### config.mk
export PLATFORM = sky130hd
export DESIGN_NAME = dma_regif
export DESIGN_NICKNAME = d
export VERILOG_FILES = /design/src/rtl/dma_regif_pkg.sv /design/src/rtl/dma_port_dec.sv /design/src/rtl/dma_chan_regs.sv /design/src/rtl/dma_cmd_regs.sv /design/src/rtl/dma_regif.sv
export SDC_FILE = /design/constraint.sdc
export NUM_CORES = 1
export LEC_CHECK = 0
export ABC_AREA = 0
export BUFFER_PORTS_ARGS = -buffer_cell sky130_fd_sc_hd__buf_2
export CORE_MARGIN = 5
export CORE_UTILIZATION = 34
export CTS_CLUSTER_SIZE = 25
export DETAILED_ROUTE_END_ITERATION = 8
export HOLD_SLACK_MARGIN = 0.06
export SLEW_MARGIN = 15
export SYNTH_ARGS = -nofsm -noshare
export SYNTH_HDL_FRONTEND = slang
export SYNTH_HIERARCHICAL = 1
export SYNTH_SLANG_ARGS = --single-unit
### constraint.sdc
create_clock -name clk -period 3.7 [get_ports clk]
set_clock_uncertainty 0.2 [all_clocks]
set_input_delay 0.74 -clock clk [delete_from_list [all_inputs] [get_ports clk]]
set_output_delay 0.74 -clock clk [all_outputs]
set_load 0.005 [all_outputs]
### src/rtl/dma_regif_pkg.sv
package dma_regif_pkg;
  localparam int CH_NUM   = 4;
  localparam int CH_SEL_W = 2;
  localparam int BYTE_W   = 8;
  localparam int MODE_W   = BYTE_W - CH_SEL_W;
  localparam int OFF_W    = 4;
  localparam logic [OFF_W-1:0] OFF_MASK  = 4'hA;
  localparam logic [OFF_W-1:0] OFF_MODE  = 4'hB;
  localparam logic [OFF_W-1:0] OFF_CLRFF = 4'hC;

  typedef enum logic [2:0] {
    ACC_NONE, ACC_ADDR, ACC_CNT, ACC_MASK, ACC_MODE, ACC_CLRFF
  } acc_kind_e;

  typedef struct packed {
    acc_kind_e             kind;
    logic [CH_SEL_W-1:0]   ch;
  } port_hit_t;
endpackage

### src/rtl/dma_port_dec.sv
module dma_port_dec
  import dma_regif_pkg::*;
#(
  parameter int PORT_W       = 5,
  parameter bit WORD_SPACING = 1'b0
) (
  input  logic [PORT_W-1:0] port,
  output port_hit_t         hit
);
  localparam int SHIFT = WORD_SPACING ? 1 : 0;

  logic [PORT_W-1:0] scaled;
  logic [OFF_W-1:0]  off;
  logic              aligned;
  logic              in_range;

  assign scaled   = port >> SHIFT;
  assign off      = scaled[OFF_W-1:0];
  assign in_range = ((scaled >> OFF_W) == '0);

  generate
    if (WORD_SPACING) begin : g_word
      assign aligned = ~port[0];
    end else begin : g_byte
      assign aligned = 1'b1;
    end
  endgenerate

  always_comb begin
    hit.kind = ACC_NONE;
    hit.ch   = off[CH_SEL_W:1];
    if (aligned && in_range) begin
      if (!off[OFF_W-1]) begin
        hit.kind = off[0] ? ACC_CNT : ACC_ADDR;
      end else begin
        unique case (off)
          OFF_MASK:  hit.kind = ACC_MASK;
          OFF_MODE:  hit.kind = ACC_MODE;
          OFF_CLRFF: hit.kind = ACC_CLRFF;
          default:   hit.kind = ACC_NONE;
        endcase
      end
    end
  end
endmodule

### src/rtl/dma_chan_regs.sv
module dma_chan_regs
  import dma_regif_pkg::*;
#(
  parameter int DATA_W = 16
) (
  input  logic              clk,
  input  logic              rst,
  input  logic              wr_addr,
  input  logic              wr_cnt,
  input  logic              hi_byte,
  input  logic [BYTE_W-1:0] wdata,
  input  logic              step,
  input  logic              reload,
  output logic [DATA_W-1:0] cur_addr,
  output logic [DATA_W-1:0] cur_cnt
);
  localparam int HI_W = DATA_W - BYTE_W;

  logic [DATA_W-1:0] base_addr, base_cnt;

  function automatic logic [DATA_W-1:0] merge_byte(
    input logic [DATA_W-1:0] old, input logic hi, input logic [BYTE_W-1:0] b);
    logic [DATA_W-1:0] r;
    r = old;
    if (hi) r[DATA_W-1:BYTE_W] = b[HI_W-1:0];
    else    r[BYTE_W-1:0]      = b;
    return r;
  endfunction

  always_ff @(posedge clk) begin
    if (rst) begin
      base_addr <= '0;
      cur_addr  <= '0;
    end else if (wr_addr) begin
      base_addr <= merge_byte(base_addr, hi_byte, wdata);
      cur_addr  <= merge_byte(base_addr, hi_byte, wdata);
    end else if (reload) begin
      cur_addr  <= base_addr;
    end else if (step) begin
      cur_addr  <= cur_addr + 1'b1;
    end
  end

  always_ff @(posedge clk) begin
    if (rst) begin
      base_cnt <= '0;
      cur_cnt  <= '0;
    end else if (wr_cnt) begin
      base_cnt <= merge_byte(base_cnt, hi_byte, wdata);
      cur_cnt  <= merge_byte(base_cnt, hi_byte, wdata);
    end else if (reload) begin
      cur_cnt  <= base_cnt;
    end else if (step) begin
      cur_cnt  <= cur_cnt - 1'b1;
    end
  end

  AST_STEP_DEC: assert property (@(posedge clk) disable iff (rst)
    (step && !reload && !wr_cnt) |=> (cur_cnt == $past(cur_cnt) - 1'b1));

  AST_STEP_INC: assert property (@(posedge clk) disable iff (rst)
    (step && !reload && !wr_addr) |=> (cur_addr == $past(cur_addr) + 1'b1));

  AST_RELOAD_CNT: assert property (@(posedge clk) disable iff (rst)
    (reload && !wr_cnt) |=> (cur_cnt == base_cnt));
endmodule

### src/rtl/dma_cmd_regs.sv
module dma_cmd_regs
  import dma_regif_pkg::*;
(
  input  logic                     clk,
  input  logic                     rst,
  input  logic                     wr_mask,
  input  logic                     wr_mode,
  input  logic [BYTE_W-1:0]        wdata,
  output logic [CH_NUM-1:0]        mask,
  output logic [CH_NUM*MODE_W-1:0] mode
);
  logic [CH_SEL_W-1:0] sel;
  assign sel = wdata[CH_SEL_W-1:0];

  generate
    for (genvar c = 0; c < CH_NUM; c++) begin : g_ch
      always_ff @(posedge clk) begin
        if (rst) begin
          mask[c] <= 1'b1;
        end else if (wr_mask && sel == CH_SEL_W'(c)) begin
          mask[c] <= wdata[CH_SEL_W];
        end
      end

      always_ff @(posedge clk) begin
        if (rst) begin
          mode[c*MODE_W +: MODE_W] <= '0;
        end else if (wr_mode && sel == CH_SEL_W'(c)) begin
          mode[c*MODE_W +: MODE_W] <= wdata[BYTE_W-1:CH_SEL_W];
        end
      end
    end
  endgenerate

  AST_MASK_ONE_CH: assert property (@(posedge clk) disable iff (rst)
    wr_mask |=> ($countones(mask ^ $past(mask)) <= 1));

  AST_MASK_HOLD: assert property (@(posedge clk) disable iff (rst)
    !wr_mask |=> $stable(mask));
endmodule

### src/rtl/dma_regif.sv
module dma_regif
  import dma_regif_pkg::*;
#(
  parameter int PORT_W       = 5,
  parameter int DATA_W       = 16,
  parameter bit WORD_SPACING = 1'b0
) (
  input  logic                     clk,
  input  logic                     rst,
  input  logic [PORT_W-1:0]        io_port,
  input  logic                     io_wr,
  input  logic                     io_rd,
  input  logic [7:0]               io_wdata,
  output logic [7:0]               io_rdata,
  input  logic [3:0]               eng_step,
  input  logic [3:0]               eng_reload,
  output logic [4*DATA_W-1:0]      chan_addr,
  output logic [4*DATA_W-1:0]      chan_count,
  output logic [4*MODE_W-1:0]      chan_mode,
  output logic [3:0]               chan_mask
);
  port_hit_t hit;
  logic      ptr_hi;
  logic      reg_acc;
  logic      clr_wr;

  dma_port_dec #(.PORT_W(PORT_W), .WORD_SPACING(WORD_SPACING)) u_dec (
    .port (io_port),
    .hit  (hit)
  );

  assign reg_acc = (io_wr || io_rd) && (hit.kind == ACC_ADDR || hit.kind == ACC_CNT);
  assign clr_wr  = io_wr && (hit.kind == ACC_CLRFF);

  always_ff @(posedge clk) begin
    if (rst)          ptr_hi <= 1'b0;
    else if (clr_wr)  ptr_hi <= 1'b0;
    else if (reg_acc) ptr_hi <= ~ptr_hi;
  end

  logic [DATA_W-1:0] cur_a [CH_NUM];
  logic [DATA_W-1:0] cur_c [CH_NUM];

  generate
    for (genvar c = 0; c < CH_NUM; c++) begin : g_chan
      logic ch_hit;
      assign ch_hit = io_wr && (hit.ch == CH_SEL_W'(c));
      dma_chan_regs #(.DATA_W(DATA_W)) u_regs (
        .clk      (clk),
        .rst      (rst),
        .wr_addr  (ch_hit && hit.kind == ACC_ADDR),
        .wr_cnt   (ch_hit && hit.kind == ACC_CNT),
        .hi_byte  (ptr_hi),
        .wdata    (io_wdata),
        .step     (eng_step[c]),
        .reload   (eng_reload[c]),
        .cur_addr (cur_a[c]),
        .cur_cnt  (cur_c[c])
      );
      assign chan_addr[c*DATA_W +: DATA_W]  = cur_a[c];
      assign chan_count[c*DATA_W +: DATA_W] = cur_c[c];
    end
  endgenerate

  dma_cmd_regs u_cmd (
    .clk     (clk),
    .rst     (rst),
    .wr_mask (io_wr && hit.kind == ACC_MASK),
    .wr_mode (io_wr && hit.kind == ACC_MODE),
    .wdata   (io_wdata),
    .mask    (chan_mask),
    .mode    (chan_mode)
  );

  logic [DATA_W-1:0] rd_word;
  always_comb begin
    rd_word = (hit.kind == ACC_CNT) ? cur_c[hit.ch] : cur_a[hit.ch];
  end

  always_ff @(posedge clk) begin
    if (rst) begin
      io_rdata <= '0;
    end else if (io_rd && reg_acc) begin
      io_rdata <= ptr_hi ? rd_word[DATA_W-1:BYTE_W] : rd_word[BYTE_W-1:0];
    end else begin
      io_rdata <= '0;
    end
  end

  AST_PTR_TOGGLE: assert property (@(posedge clk) disable iff (rst)
    reg_acc |=> (ptr_hi != $past(ptr_hi)));

  AST_PTR_CLEAR: assert property (@(posedge clk) disable iff (rst)
    clr_wr |=> !ptr_hi);

  AST_UNMAPPED_QUIET: assert property (@(posedge clk) disable iff (rst)
    (io_rd && hit.kind == ACC_NONE) |=> (io_rdata == 8'h00));

  AST_PTR_HOLD: assert property (@(posedge clk) disable iff (rst)
    (!reg_acc && !clr_wr) |=> $stable(ptr_hi));

  AST_RESET_MASKED: assert property (@(posedge clk)
    $past(rst) |-> (chan_mask == 4'hF));
endmodule

==> results.ini, run 1 <==
[outcome]
outcome = complete, no violations

[placement]
dp.cells = 3074
place_area_sq_mm = 0.0196
routabilityCongestion = 0.936
portBuffers = 188
dp_hpwl_mm = 49.7

[critical_path]
end_kind = flip-flop
critPathRequiredTime_ns = 3.98
arrival_ns = 3.19
crit_fanout = 18
critPathLaunchType = input pin
setup.worst_path.class = in2reg
r2r_slack_ns = 1.17

[grt]
grtUsageTotal_pct = 23.4
grt-ovfl-total = 0
grt_pass1_vias = 17149
grt_max_degree = 115
met2_usage_pct = 36.8
grtUsageMet1_pct = 32.1
met3_usage_pct = 4.92
grt_busiest_layer = met2
grt_first_pass_wirelength_mm = 106
antenna_found_initial = 3

[die]
start_util_pct = 34.2
die_w_um = 239
core_area_sq_mm = 0.0523
rows = 84
die-area_sq_mm = 0.0573
die_y_um = 239
ios = 189

[clock_tree]
numCtsBuffers = 37
clk_pin_slew_ns = 0.06
post_cts_buffers = 0
ctsResizeCount = 0
cts_hold_buffers = 0
insertion_delay_ns = 0.56
cts_tree = yes
cts-root-buf = clkbuf_16
htree_levels = 2
cts.sinks = 293
clockBufferDepth = 3

[synth]
syn_nets = 2329
seq_area_frac_synth_pct = 32.8
avgSynthCellArea_sq_um = 7.79
synth.area.top_cells = dfxtp_1 (33%), a21oi_1 (8.3%), nand2_1 (6.2%), mux2i_1 (5.4%), nand3_1 (4.1%)
netlist.top_cell.by_area = dfxtp_1
ys_async_sr_fraction_pct = 0
synth_top_family_by_area = simple AND/OR/NAND/NOR gates
synthAdderAreaFrac_pct = 0.559
synth_area_sq_mm = 0.0179
syn-instance-count = 2296
synth_xor_xnor_area_share_pct = 3.13
synth_compound_area_share_pct = 20.3
synthFlopType = dfxtp_1
yosys_warnings = 6
synth_edf_count = 0
muxShareOfSynthArea_pct = 11.1
synth_top_area_share_pct = 32.8
ys_ff_latch = 293
synth_cell_types = 82
synth-simple-area-share_pct = 26.1

[sta]
rsz0062_at_grt = false
min_period_ns = 2.91
finalCritPeriodShare_pct = 78.6
finalMaxSlewViolations = 0
setup_tns_ns = 0
finalSetupViolCount = 0
slew_headroom_pct = 32.4
hold_viol_final = 0
hold-worst-slack_ns = 0.256
tightest_slew_ns = 1.01
timing.fmax_ghz = 0.344

[worst_hold_path]
min_path_type = reg2reg

[finish]
stdcell_count = 3141
fin_nets = 2458
area_growth_pct = 16.7
finalInstanceArea_sq_mm = 0.0209
fillers = 5338
drive_above_1_share_pct = 17.5

[pwr]
p_total_mw = 8.78
p_leak_nw = 7.79
vdd_drop_max_mv = 0.312
p_per_area_mw_per_mm2 = 421

[flow_run]
drv_cap = 0

[routing]
vias_per_cell = 5.82
vias = 18291
detail-route-antenna-nets = 0
wire_per_inst_um = 22.3
post-route-drc-count = 0
drt_iter0_drc = 1874
totalWireLength_mm = 70.0
drt-pass1-iter-count = 5

==> cells by family after synthesis <==
family,count (synthesis)
xor+xnor,64
simple gates,939
fa+ha+maj,8
compound gates,610
flops,293
buf+inv,233
mux,149
==> cells in the final DEF (no fill, tap or decap), drive strengths merged, types with 7 or more instances in the layout <==
master	Yosys	final
and3	12	12
xor2	29	29
o21a	10	10
ha	8	8
o21ai	113	113
nand4	23	23
and4	12	12
mux2i	97	97
nand2b	72	72
clkbuf	120	53
or3	23	23
inv	33	34
mux4	32	32
o31ai	10	10
a31oi	22	22
xnor2	35	35
dfxtp	293	293
nor4	33	33
a21oi	299	299
nor2	176	176
nor2b	41	41
o211ai	20	20
nor3	63	63
nand3	148	148
nand3b	7	7
clkinv	3	9
a221oi	10	10
a211oi	69	69
nand2	295	295
mux2	20	20
buf	77	286
==> Yosys cell counts, drive strengths merged (7+ instances only) <==
master,instances
mux2i,97
a221oi,10
nand2b,72
clkbuf,120
o211ai,20
dfxtp,293
xnor2,35
xor2,29
nand3b,7
mux2,20
nor4,33
and4,12
or3,23
ha,8
o21a,10
nor2b,41
inv,33
nor2,176
a21oi,299
o21ai,113
a211oi,69
nand4,23
and3,12
mux4,32
nand3,148
buf,77
a31oi,22
o31ai,10
nor3,63
nand2,295
==> registers in the layout, summed over array words and instances, names as in the netlist <==
signal,cells
io_rdata,8
u_cmd/mode,24
g_chan.u_regs/base_addr,64
g_chan.u_regs/cur_addr,64
u_cmd/mask,4
g_chan.u_regs/cur_cnt,64
ptr_hi,1
g_chan.u_regs/base_cnt,64
==> metal layers <==
layer | vias up | part of all wire [%]
li1 | 8543 | -
met2 | 840 | 44
met5 | - | 0.019
met4 | 2 | 3.9
met1 | 8743 | 43
met3 | 163 | 8.9
==> power breakdown <==
group / internal (mW) / leakage [nW] / switching [mW]
Combinational: 0.572 / 4.79 / 0.813
Sequential: 3.25 / 2.38 / 0.298
Clock: 2.36 / 0.619 / 1.49
Total: 6.18 / 7.79 / 2.60
==> critical path: stages <==
cell and delay, ns:
buf_2 0.13, xnor2_1 0.13, a211oi_1 0.40, nand3b_1 0.30, buf_4 0.25, nor2_2 0.16, buf_4 0.24, nand2_1 0.26
o21ai_0 0.19, nand2_1 0.10, o2111a_1 0.14, nor3_1 0.15
==> metrics by stage <==
stage	worst slack, ns	util, %
after floorplan	0.403	-
after global placement	0.360	37.5
after detailed placement	0.281	37.5
after CTS	0.858	39.9
after global routing	0.663	39.9
final	0.793	39.9
==> layout make-up <==
type                    instances  area (sq um)  share of cell area [%]
multi-input cells            1770         11000                    52.6
flip-flops and latches        293          5870                    28.1
repair buffers                287          1760                    8.41
clock buffers                  52          1060                    5.10
well taps                     688           861                    4.12
clock inverters                14           204                   0.977
inverters                      36           135                   0.647
diodes                          1          2.50                  0.0120
==> path summary, 6_finish.rpt <==
kind / startpoint / cells past startpoint / to
worst max register to register: ptr_hi$_SDFFE_PP0P_ / 6 / g_chan[1].u_regs/cur_cnt[8]$_SDFFE_PP0P_
worst min register to register: g_chan[1].u_regs/base_addr[12]$_SDFFE_PP0P_ / 2 / g_chan[1].u_regs/base_addr[12]$_SDFFE_PP0P_
worst max-delay path: io_port[1] / 12 / g_chan[2].u_regs/cur_addr[5]$_SDFFE_PP0P_
worst min-delay path: g_chan[1].u_regs/base_addr[12]$_SDFFE_PP0P_ / 2 / g_chan[1].u_regs/base_addr[12]$_SDFFE_PP0P_
(Power assumes the default switching activity.)
==> inputs of run 2 (changes only) <==
==> constraint.sdc (replaced) <==
create_clock -name clk -period 2.7 [get_ports clk]
set_clock_uncertainty 0.2 [all_clocks]
set_input_delay 0.54 -clock clk [delete_from_list [all_inputs] [get_ports clk]]
set_output_delay 0.54 -clock clk [all_outputs]
set_load 0.005 [all_outputs]
==> run 2 against run 1 <==
  * Cell count increased by 3.7%
  * Largest cell class unchanged
  * Count of clock-buffer cells in the layout increased by 7
  * Worst hold slack got worse by 0.022 ns
  * Critical path type unchanged
  * Via count increased by 3.0%
  * Global-route usage increased by 0.52 points
==> results.ini, run 2 (synthesis results as in run 1) <==
[critical_path]
worstPathBufferInverterCount = 3
crit_cells = 11
arrival_ns = 2.73
path_cells = buf_2 -> or3b_1 -> a21oi_2 -> nor2b_1 -> nand3b_1 -> buf_12 -> nor3_2 -> buf_4 -> or3_1 -> a31oi_1 -> a22oi_1
critPathSlowestCell = or3_1
timing.rr.start = ptr_hi$_SDFFE_PP0P_
crit_fanout = 13
cpPeakStageDelay_ns = 0.57
crit_family = simple AND/OR/NAND/NOR gates
rr_worst_depth = 3
critPathRequiredTime_ns = 2.93
end_kind = flip-flop
startpoint = io_port[1]
setup.worst_path.class = in2reg
r2r_slack_ns = 0.27
critPathLaunchType = input pin

[sta]
tightest_slew_ns = 1.04
finalCritPeriodShare_pct = 92.6
finalMaxSlewViolations = 0
timing.fmax_ghz = 0.400
hold-worst-slack_ns = 0.234
rsz0062_at_grt = false
slew_headroom_pct = 30.8
hold_viol_final = 0
setup_tns_ns = 0
min_period_ns = 2.50
finalSetupViolCount = 0

[grt]
antenna_found_initial = 2
grt_pass1_vias = 17441
grt_first_pass_wirelength_mm = 108
grt_max_degree = 58
grtUsageTotal_pct = 23.9
grt-ovfl-total = 0

[die]
rows = 84
ios = 189
core_area_sq_mm = 0.0523
start_util_pct = 34.2
die_y_um = 239
die_w_um = 239
die-area_sq_mm = 0.0573

[finish]
final-seq-area_sq_mm = 0.00587
fillers = 5228
fin_nets = 2573
finalInstanceArea_sq_mm = 0.0218
area_growth_pct = 21.9
mostFrequentLayoutCells = nand2_1 (295), a21oi_1 (295), dfxtp_1 (292)
antenna_cells = 0
multi_input_area_sq_mm = 0.0110
drive_above_1_share_pct = 21.3

[routing]
totalWireLength_mm = 71.8
post-route-drc-count = 0
wire_per_inst_um = 22.1
drt_iter0_drc = 2286
drt-pass1-iter-count = 6
vias_per_cell = 5.79
detail-route-antenna-nets = 0
vias = 18844

[worst_hold_path]
hold_path.startpoint = io_wdata[2]
holdPathStages = 3
min_path_type = in2reg

[flow_run]
drv_cap = 0

[pwr]
p_per_area_mw_per_mm2 = 550
vdd_drop_max_mv = 0.365
p_leak_nw = 8.40

[clock_tree]
cts-root-buf = clkbuf_16
clk_pin_slew_ns = 0.06
numCtsBuffers = 37
post_cts_buffers = 0
cts_hold_buffers = 0
ctsResizeCount = 0
cts.sinks = 293
insertion_delay_ns = 0.56
cts_tree = yes
clockBufferDepth = 3
htree_levels = 2

[placement]
place_area_sq_mm = 0.0206
portBuffers = 188
routabilityCongestion = 0.935
dp_hpwl_mm = 52.6

[outcome]
outcome = complete, no violations

run 2: changes by cell type in the layout (fill, tap and decap cells not counted), moves of 2 or more:
cell	before	now
buf_4	94	202
nor3_1	55	52
buf_12	5	12
clkbuf_8	5	9
nor3_2	8	11
bufinv_16	5	2
clkinvlp_4	2	0
clkbuf_1	9	12
run 2: tightest hold or removal path, stage by stage:
cell     delay (ns)
buf_2          0.21
nand3_1        0.13
a21oi_1        0.05
run 2: report_power, final:
part           leakage, nW  internal, mW  switching, mW
Clock                0.605          3.06           2.02
Sequential            2.38          4.46          0.333
Combinational         5.41         0.885           1.23
run 2: metal layers:
layer	wire length, um	vias up	track usage, %
met5	18	-	0
met4	3050	2	9.27
met3	6870	166	5.23
met2	32100	879	37.7
met1	29800	9013	32.2
li1	-	8784	-
run 2: layout make-up:
cell class,count,share of cell area [%]
multi-input cells,1770,50.5
flip-flops and latches,293,26.9
repair buffers,402,12.4
clock buffers,59,5.19
well taps,688,3.95
inverters,36,0.620
clock inverters,8,0.430
run 2: final timing paths:
path,endpoint
max,g_chan[0].u_regs/cur_cnt[10]$_SDFFE_PP0P_
min,g_chan[0].u_regs/base_cnt[10]$_SDFFE_PP0P_
max reg2reg,io_rdata[1]$_SDFF_PP0_
min reg2reg,g_chan[0].u_regs/base_addr[12]$_SDFFE_PP0P_
run 2: stage by stage:
stage | util [%] | total power [mW] | std cells | worst slack [ns]
3_5_place_dp | 39.3 | 6.96 | 3189 | -0.334
6_report | 41.7 | 12.0 | 3256 | 0.201
3_3_place_gp | 39.3 | 6.93 | 3189 | -0.346
2_1_floorplan | - | 6.08 | 2296 | -0.00687
5_1_grt | 41.7 | 12.5 | 3256 | 0.0133
4_1_cts | 41.7 | 12.0 | 3256 | 0.237
